`config.mk`:
```
export PLATFORM = sky130hd
export DESIGN_NAME = dsr_wake_seq
export DESIGN_NICKNAME = d
export VERILOG_FILES = /design/src/rtl/dsr_pkg.sv /design/src/rtl/dsr_regs.sv /design/src/rtl/dsr_prescaler.sv /design/src/rtl/dsr_settle_cnt.sv /design/src/rtl/dsr_fsm.sv /design/src/rtl/dsr_wake_seq.sv
export SDC_FILE = /design/constraint.sdc
export NUM_CORES = 1
export LEC_CHECK = 0
export BUFFER_PORTS_ARGS = -buffer_cell sky130_fd_sc_hd__buf_2
export CAP_MARGIN = 40
export CORE_ASPECT_RATIO = 0.75
export CORE_MARGIN = 1
export CORE_UTILIZATION = 53
export DETAILED_ROUTE_END_ITERATION = 8
export GPL_TIMING_DRIVEN = 0
export PLACE_DENSITY = 0.78
export SLEW_MARGIN = 20
export SYNTH_ARGS = -nofsm -noshare
export SYNTH_HDL_FRONTEND = slang
export SYNTH_SLANG_ARGS = --single-unit
```
`constraint.sdc`:
```
create_clock -name clk_i -period 3.9 [get_ports clk_i]
set_input_delay 0 -clock clk_i [delete_from_list [all_inputs] [get_ports clk_i]]
set_output_delay 0 -clock clk_i [all_outputs]
set_load 0.03 [all_outputs]
```
`src/rtl/dsr_pkg.sv`:
```
package dsr_pkg;
  typedef enum logic [1:0] {
    ST_ON     = 2'd0,
    ST_SLEEP  = 2'd1,
    ST_SETTLE = 2'd2,
    ST_COUNT  = 2'd3
  } seq_state_e;

  localparam logic [1:0] ADDR_PRE    = 2'd0;
  localparam logic [1:0] ADDR_RCNT   = 2'd1;
  localparam logic [1:0] ADDR_SETTLE = 2'd2;
endpackage

```
`src/rtl/dsr_regs.sv`:
```
module dsr_regs
  import dsr_pkg::*;
#(
  parameter int DATA_W     = 32,
  parameter int PRE_W      = 5,
  parameter int CNT_W      = 8,
  parameter int SETTLE_W   = 8,
  parameter int PRE_RST    = 9,
  parameter int RCNT_RST   = 16,
  parameter int SETTLE_RST = 4
) (
  input  logic                clk_i,
  input  logic                rst_ni,
  input  logic                we_i,
  input  logic [1:0]          addr_i,
  input  logic [DATA_W-1:0]   wdata_i,
  output logic [DATA_W-1:0]   rdata_o,
  output logic [PRE_W-1:0]    pre_code_o,
  output logic [CNT_W-1:0]    rcnt_o,
  output logic [SETTLE_W-1:0] settle_o
);
  logic [PRE_W-1:0]    pre_q;
  logic [CNT_W-1:0]    rcnt_q;
  logic [SETTLE_W-1:0] settle_q;

  always_ff @(posedge clk_i or negedge rst_ni) begin
    if (!rst_ni) begin
      pre_q    <= PRE_W'(PRE_RST);
      rcnt_q   <= CNT_W'(RCNT_RST);
      settle_q <= SETTLE_W'(SETTLE_RST);
    end else if (we_i) begin
      case (addr_i)
        ADDR_PRE:    pre_q    <= wdata_i[PRE_W-1:0];
        ADDR_RCNT:   rcnt_q   <= wdata_i[CNT_W-1:0];
        ADDR_SETTLE: settle_q <= wdata_i[SETTLE_W-1:0];
        default: ;
      endcase
    end
  end

  always_comb begin
    rdata_o = '0;
    case (addr_i)
      ADDR_PRE:    rdata_o = DATA_W'(pre_q);
      ADDR_RCNT:   rdata_o = DATA_W'(rcnt_q);
      ADDR_SETTLE: rdata_o = DATA_W'(settle_q);
      default:     rdata_o = '0;
    endcase
  end

  assign pre_code_o = pre_q;
  assign rcnt_o     = rcnt_q;
  assign settle_o   = settle_q;
endmodule

```
`src/rtl/dsr_prescaler.sv`:
```
module dsr_prescaler #(
  parameter int PRE_W = 5
) (
  input  logic             clk_i,
  input  logic             rst_ni,
  input  logic             run_i,
  input  logic [PRE_W-1:0] code_i,
  output logic             tick_o
);
  localparam int DIV_W = (1 << PRE_W) - 1;

  logic [DIV_W-1:0] cnt_q;
  logic [DIV_W-1:0] lim;
  logic [PRE_W-1:0] code_eff;

  // reserved code 0 behaves as divide by 1
  assign code_eff = (code_i == '0) ? PRE_W'(1) : code_i;
  assign lim      = (DIV_W'(1) << (code_eff - PRE_W'(1))) - DIV_W'(1);
  assign tick_o   = run_i && (cnt_q == lim);

  always_ff @(posedge clk_i or negedge rst_ni) begin
    if (!rst_ni)              cnt_q <= '0;
    else if (!run_i || tick_o) cnt_q <= '0;
    else                      cnt_q <= cnt_q + DIV_W'(1);
  end
endmodule

```
`src/rtl/dsr_settle_cnt.sv`:
```
module dsr_settle_cnt #(
  parameter int SETTLE_W = 8
) (
  input  logic                clk_i,
  input  logic                rst_ni,
  input  logic                load_i,
  input  logic [SETTLE_W-1:0] load_val_i,
  output logic                expired_o
);
  logic [SETTLE_W-1:0] cnt_q;

  always_ff @(posedge clk_i or negedge rst_ni) begin
    if (!rst_ni)           cnt_q <= '0;
    else if (load_i)       cnt_q <= load_val_i;
    else if (cnt_q != '0)  cnt_q <= cnt_q - SETTLE_W'(1);
  end

  assign expired_o = (cnt_q == '0);
endmodule

```
`src/rtl/dsr_fsm.sv`:
```
module dsr_fsm
  import dsr_pkg::*;
#(
  parameter int CNT_W = 8
) (
  input  logic             clk_i,
  input  logic             rst_ni,
  input  logic             dsleep_en_i,
  input  logic             sleep_i,
  input  logic             wake_i,
  input  logic             pwr_good_i,
  input  logic             settle_done_i,
  input  logic             tick_i,
  input  logic [CNT_W-1:0] rcnt_i,
  output seq_state_e       state_o,
  output logic             settle_load_o,
  output logic             region_rst_o,
  output logic             busy_o,
  output logic             done_o
);
  seq_state_e       state_q;
  logic [CNT_W-1:0] dec_q;
  logic             done_q;
  logic             enter;

  assign enter = sleep_i && dsleep_en_i;

  always_ff @(posedge clk_i or negedge rst_ni) begin
    if (!rst_ni) begin
      state_q <= ST_ON;
      dec_q   <= '0;
      done_q  <= 1'b0;
    end else begin
      done_q <= 1'b0;
      case (state_q)
        ST_ON:     if (enter) state_q <= ST_SLEEP;
        ST_SLEEP:  if (wake_i) state_q <= ST_SETTLE;
        ST_SETTLE: begin
          if (enter) state_q <= ST_SLEEP;
          else if (settle_done_i && pwr_good_i) begin
            state_q <= ST_COUNT;
            dec_q   <= rcnt_i;
          end
        end
        ST_COUNT: begin
          if (enter) state_q <= ST_SLEEP;
          else if (dec_q == '0) begin
            state_q <= ST_ON;
            done_q  <= 1'b1;
          end else if (tick_i) dec_q <= dec_q - CNT_W'(1);
        end
        default: state_q <= ST_SLEEP;
      endcase
    end
  end

  assign state_o       = state_q;
  assign settle_load_o = (state_q == ST_SLEEP) && wake_i;
  assign region_rst_o  = (state_q != ST_ON);
  assign busy_o        = (state_q == ST_SETTLE) || (state_q == ST_COUNT);
  assign done_o        = done_q;
endmodule

```
`src/rtl/dsr_wake_seq.sv`:
```
module dsr_wake_seq
  import dsr_pkg::*;
#(
  parameter int DATA_W     = 32,
  parameter int PRE_W      = 5,
  parameter int CNT_W      = 8,
  parameter int SETTLE_W   = 8,
  parameter int PRE_RST    = 9,
  parameter int RCNT_RST   = 16,
  parameter int SETTLE_RST = 4
) (
  input  logic              clk_i,
  input  logic              rst_ni,
  input  logic              reg_we_i,
  input  logic [1:0]        reg_addr_i,
  input  logic [DATA_W-1:0] reg_wdata_i,
  output logic [DATA_W-1:0] reg_rdata_o,
  input  logic              dsleep_en_i,
  input  logic              sleep_i,
  input  logic              wake_i,
  input  logic              pwr_good_i,
  output logic              region_rst_o,
  output logic              busy_o,
  output logic              done_o
);
  logic [PRE_W-1:0]    pre_code;
  logic [CNT_W-1:0]    rcnt;
  logic [SETTLE_W-1:0] settle_val;
  logic                settle_load;
  logic                settle_done;
  logic                tick;
  seq_state_e          state_q;

  dsr_regs #(
    .DATA_W(DATA_W), .PRE_W(PRE_W), .CNT_W(CNT_W), .SETTLE_W(SETTLE_W),
    .PRE_RST(PRE_RST), .RCNT_RST(RCNT_RST), .SETTLE_RST(SETTLE_RST)
  ) u_regs (
    .clk_i(clk_i), .rst_ni(rst_ni), .we_i(reg_we_i), .addr_i(reg_addr_i),
    .wdata_i(reg_wdata_i), .rdata_o(reg_rdata_o),
    .pre_code_o(pre_code), .rcnt_o(rcnt), .settle_o(settle_val)
  );

  dsr_prescaler #(.PRE_W(PRE_W)) u_pre (
    .clk_i(clk_i), .rst_ni(rst_ni), .run_i(state_q == ST_COUNT),
    .code_i(pre_code), .tick_o(tick)
  );

  dsr_settle_cnt #(.SETTLE_W(SETTLE_W)) u_settle (
    .clk_i(clk_i), .rst_ni(rst_ni), .load_i(settle_load),
    .load_val_i(settle_val), .expired_o(settle_done)
  );

  dsr_fsm #(.CNT_W(CNT_W)) u_fsm (
    .clk_i(clk_i), .rst_ni(rst_ni), .dsleep_en_i(dsleep_en_i),
    .sleep_i(sleep_i), .wake_i(wake_i), .pwr_good_i(pwr_good_i),
    .settle_done_i(settle_done), .tick_i(tick), .rcnt_i(rcnt),
    .state_o(state_q), .settle_load_o(settle_load),
    .region_rst_o(region_rst_o), .busy_o(busy_o), .done_o(done_o)
  );
endmodule

```
* After elaboration in Yosys (flattened, before gate mapping) *
Cells that the tools add are included.
Widths: inputs -> output; s select.

word-level totals
  register bits after elaboration = 71
  output and inout port bits = 35

cells by class
  add/subtract/negate cells = 5
  equality and inequality tests = 15
  shifts and indexed selects = 1
  mux-type cells = 21
  reductions and logical operators = 21

operator list
  kind                   number
  $mux 8                 7
  $add 31x1->31 const B  1
  $eq 31x31->1           1
  $mux 31                1
  $shl 1x5->31 const A   1
  $sub 31x2->31 const B  1
  $pmux 8 s3             1
  $logic_not 8->1        2
  $pmux 8 s2             1
  $sub 8x1->8 const B    2
  $mux 2                 6
  $ne 2x2->1 const B     5
  $pmux 2 s4             1
  $reduce_bool 8->1      1
  $eq 2x2->1 const B     3
  $ne 3x1->1 const B     2
  $reduce_and 2->1       3
  $reduce_and 6->1       1
  $reduce_bool 2->1      3
  $logic_not 5->1        1
  $mux 5                 1
  $sub 5x1->5 const B    1
  $eq 2x1->1 const B     2
  $logic_and 1x1->1      4
  6 further kinds        11

* Longest topological paths before layout *
  depth in word-level cells = 11
  depth in mapped cells = 17
  mapped depth without buffers = 11

* Modules after synthesis *
Synthesis repeated with hierarchy kept, for this count alone.

unflattened totals
  cell total of the unflattened synthesis = 684
  area, all modules = 5953.2 um^2

modules (own cells, without submodules)
  module          instances  cells each  area an instance (um^2)
  dsr_prescaler   1          458         3549.7
  dsr_regs        1          88          1159.9
  dsr_fsm         1          83          760.7
  dsr_settle_cnt  1          54          476.7
  dsr_wake_seq    1          1           6.3

* Worst setup path before layout *
No wires, ideal clock.

  kind = reg2reg
  from = register u_regs.pre_q[2] (netlist: u_regs.pre_code_o[2])
  to = register u_fsm.dec_q[6]
  setup time = 0.069 ns
  arrival = 3.740 ns
  path slack = 0.090 ns
  stages on the path, launching flop included = 15
  path buffers = 3
  period minus slack after synthesis = 3.810 ns
  path through = dfrtp_1 buf_6 or3_4 or3b_2 ha_1 clkbuf_1 xnor2_1 or3_1 a211oi_2 o2111ai_1 nor4_2 nand3b_1 buf_6 or4_1 nand3_1

between the ends
  cells in the longest elaborated chain, start to end = 9

ends and longest elaborated chain
  element                         line                 RTL
  from (decl)                     dsr_regs.sv:22       logic [PRE_W-1:0] pre_q;
  from (signal assigned)          dsr_regs.sv:28       pre_q <= PRE_W'(PRE_RST);
  from (signal assigned)          dsr_regs.sv:33       ADDR_PRE: pre_q <= wdata_i[PRE_W-1:0];
  $logic_not 5->1                 dsr_prescaler.sv:17  assign code_eff = (code_i == '0) ? PRE_W'(1) : code_i;
  $mux 5 (*)                      dsr_prescaler.sv:17
  $sub 5x1->5 (*)                 dsr_prescaler.sv:18  assign lim = (DIV_W'(1) << (code_eff - PRE_W'(1))) - DIV_W'(1);
  $shl 1x5->31 (*)                dsr_prescaler.sv:18
  $sub 31x2->31 (*)               dsr_prescaler.sv:18
  $eq 31x31->1 (*)                dsr_prescaler.sv:19  assign tick_o = run_i && (cnt_q == lim);
  $logic_and 1x1->1 (*)           dsr_prescaler.sv:19
  $ne 2x2->1 (no line) (*)        -
  $reduce_and 6->1 (no line) (*)  -
  to (signal assigned)            dsr_fsm.sv:42        dec_q <= rcnt_i;
  to (signal assigned)            dsr_fsm.sv:50        end else if (tick_i) dec_q <= dec_q - CNT_W'(1);
  to (decl)                       dsr_fsm.sv:22        logic [CNT_W-1:0] dec_q;

Every way passes the cells marked *; elsewhere a longest branch is shown, timed or not.
A chain may end at the register's enable or synchronous reset.

* Final worst setup path *
  from = register u_regs.pre_q[2] (netlist: u_regs.pre_code_o[2])
  to = register u_fsm.dec_q[0]

Same word-level chain as after synthesis.

==> impl_metrics.yaml <==
finish:
  final_cell_mix: "dfrtp_1, nor2_1, nand2_1"
  layout.cells.most_common: "dfrtp_1"
  multi_input_area_sq_um: 3170
  layout-drive-gt1-share_pct: 21.7
  seq_area_sq_um: 1780
  nNetsFinal: 727
  num-fill-cells: 716
  insertedDiodeCount: 0
  areaGrowthSynthToFinish_pct: 21.2
sta:
  finalSetupViolCount: 0
  period_share_pct: 97.2
  clock_skew_ns: 0.00763
  worst_slack_ns: 0.108
  period_minus_slack_ns: 3.79
  fin_tns_setup_ns: 0
  max_slew_margin_pct: 45.6
  tightest_slew_ns: 0.814
  hold_viol_final: 0
  max_freq_mhz: 264
  slew_violations: 0
worst_setup_path:
  crit_type: "reg2reg"
  worstSetupStartpointType: "register"
  cp.required_ns: 4.11
  startpoint: "u_regs.pre_code_o[2]"
  reg2reg_depth: 14
  cp_max_fo: 8
  reg2reg_from: "u_regs.pre_code_o[2]"
  critPathCaptureType: "register"
  cp_data_arrival_time_ns: 4.00
status:
  status: "finished clean"
clock_network:
  cts_sinks: 71
  tritoncts: "yes"
  clockBufferDepth: 2
  cts_made_buffers: 9
  cts_root_buffer: "clkbuf_16"
  worst_skew_pair.late_latency_ns: 0.34
  path_clk_slew_ns: 0.06
  h-tree-depth: 3
synthesis:
  postSynthCellCount: 595
  synth_xor_area_share_pct: 8.72
  ys_warn_count: 0
  synth-seq-cells: 71
  synthMuxAreaShare_pct: 7.11
  netlist_area_sq_um: 5190
  yosysSeqAreaShare_pct: 34.3
  synth_ff_type: "dfrtp_1"
  synth_area_leaders: "dfrtp_1, mux2_2, nor2_1"
  synth_compound_area_share_pct: 15.9
  netlist.area_leader.share_pct: 32.3
  synthSimpleGateAreaFrac_pct: 24.7
  synth_edf_count: 0
  synth_cell_type_count: 77
  synth_top_area_cell: "dfrtp_1"
  synth_area_per_cell_sq_um: 8.72
  async_flop_share_pct: 100
  synth_top_family_by_area: "simple AND/OR/NAND/NOR gates"
  synth_fa_ha_area_share_pct: 1.21
detailed_routing:
  route.antenna.remaining_nets: 0
  wl_mm: 15.4
  wire_per_inst_um: 19.0
  drc_errors: 0
  first_iter_violations: 658
  firstDrtPassIters: 6
  vias_per_cell: 6.24
  via_count: 5076
place:
  gp_congestion: 1.03
  port_buffers: 25
  dp_hpwl_mm: 10.8
  place_ws_ns: -0.579
global_routing:
  grt_usage_pct: 31.1
  first_global_vias: 4468
  overflow: 0
  grt_pass1_wl_mm: 23.8
  grt_max_degree: 51
  antenna_found_initial: 0
min_path:
  holdPathStages: 4
  min-delay-start: "sleep_i"
  holdCritPathClass: "in2reg"
die:
  die_area_sq_um: 10200
  coreArea_sq_um: 9270
  die-height_um: 87.7
  io-pin-count: 76
  die_x_um: 116
  rows: 30
  initial_core_util_pct: 56.0
run:
  maxCapViolations: 0
power_and_ir_drop:
  power_switching_uw: 1240
  sequentialPowerShare_pct: 31.7
  internal-power_uw: 1980
  p_per_area_nw_per_um2: 511
  power.share.clock_pct: 27.9
  irDropWorstVdd_uv: 373
  p_comb_share_pct: 40.4
  switching_share_pct: 38.5
  p_leak_uw: 0.00264
  p_total_uw: 3220
[worst max-delay path, cell delays in order (launching register included)]
cell and delay, ns:
dfrtp_1 0.40, buf_6 0.14, or3_4 0.36, or3b_4 0.40
ha_4 0.20, buf_12 0.15, xnor2_4 0.14, or3_1 0.37
a211oi_2 0.21, o2111ai_2 0.16, nor4_4 0.33, nand3b_1 0.18
buf_6 0.18, and3_1 0.16, or3_1 0.30
[cell families after synthesis]
group           after synthesis
compound gates              120
fa+ha+maj                     5
other cells                   1
flops                        71
mux                          34
simple gates                242
buf+inv                      75
xor+xnor                     47
[final cells by class]
class | count | share of cell area [%]
inverter | 12 | 0.716
clock buffer | 11 | 3.86
multi-input combinational | 472 | 50.4
clock inverter | 5 | 1.29
sequential | 71 | 28.3
tap | 128 | 2.55
timing repair buffer | 54 | 6.45
buffer | 61 | 6.39
[repair_timing]
item,CTS,global route
hold buffers,12,0
gates cloned,0,1
pin swaps,5,10
buffers inserted,4,8
gates resized for setup,10,23
hold endpoints to repair,90,0
setup endpoints to repair,39,37
[per-layer routing]
layer,vias up,part of all wire (%),track usage (%),routed length (um)
met2,313,43,44.9,6640
met1,2421,43,45.3,6710
met3,49,11,8.17,1680
met5,-,0,0,0
met4,0,2.7,9.32,415
li1,2293,-,-,-
[sequential cells by signal, summed over array words and instances, names as in the netlist]
| signal | count |
|---|---|
| u_fsm.dec_q | 8 |
| u_fsm.done_o | 1 |
| u_fsm.state_o | 2 |
| u_pre.cnt_q | 31 |
| u_regs.pre_code_o | 5 |
| u_regs.rcnt_o | 8 |
| u_regs.settle_o | 8 |
| u_settle.cnt_q | 8 |
[cell usage after synthesis, types with 6 or more instances]
library cell  instances
nand3b_1              6
inv_1                12
a21oi_1              16
o21ai_0              34
mux2i_1              11
mux2_2               23
or4_1                 9
buf_2                10
nand2_1              48
buf_4                26
nand4_1              13
xor2_1               23
nand3_1              26
and3_1               14
o211ai_1              8
nor2_1               55
nor4_1               12
xnor2_1              21
or3_1                11
dfrtp_1              67
nor3_1               11
clkbuf_1             21
nor2b_1               7
[per-stage QoR]
step	util, %	hold WS, ns	instances	cell area [sq um]
global placement	60.0	0.261	771	5560
finish	67.8	0.0756	814	6290
detailed placement	60.4	-0.0794	773	5600
global route	67.8	0.122	814	6290
floorplan	-	-0.296	618	5280
CTS	65.9	0.0713	803	6110
[power by group through the flow]
stage	combinational [uW]	clock (uW)	sequential, uW
6_report	1300	897	1020
5_1_grt	1390	941	1040
4_1_cts	1170	903	1010
3_5_place_dp	1130	0	1020
3_3_place_gp	1110	0	1010
2_1_floorplan	861	0	979
[final timing paths]
kind	end	slack (ns)
min in group asynchronous	u_settle.cnt_q[3]	0.13
max	u_fsm.dec_q[0]	0.11
max in group asynchronous	u_regs.rcnt_o[4]	3.17
max reg2reg	u_fsm.dec_q[0]	0.11
min reg2reg	u_settle.cnt_q[4]	0.54
min	u_fsm.state_o[0]	0.08
No activity file was read; power rests on OpenSTA's default activity.
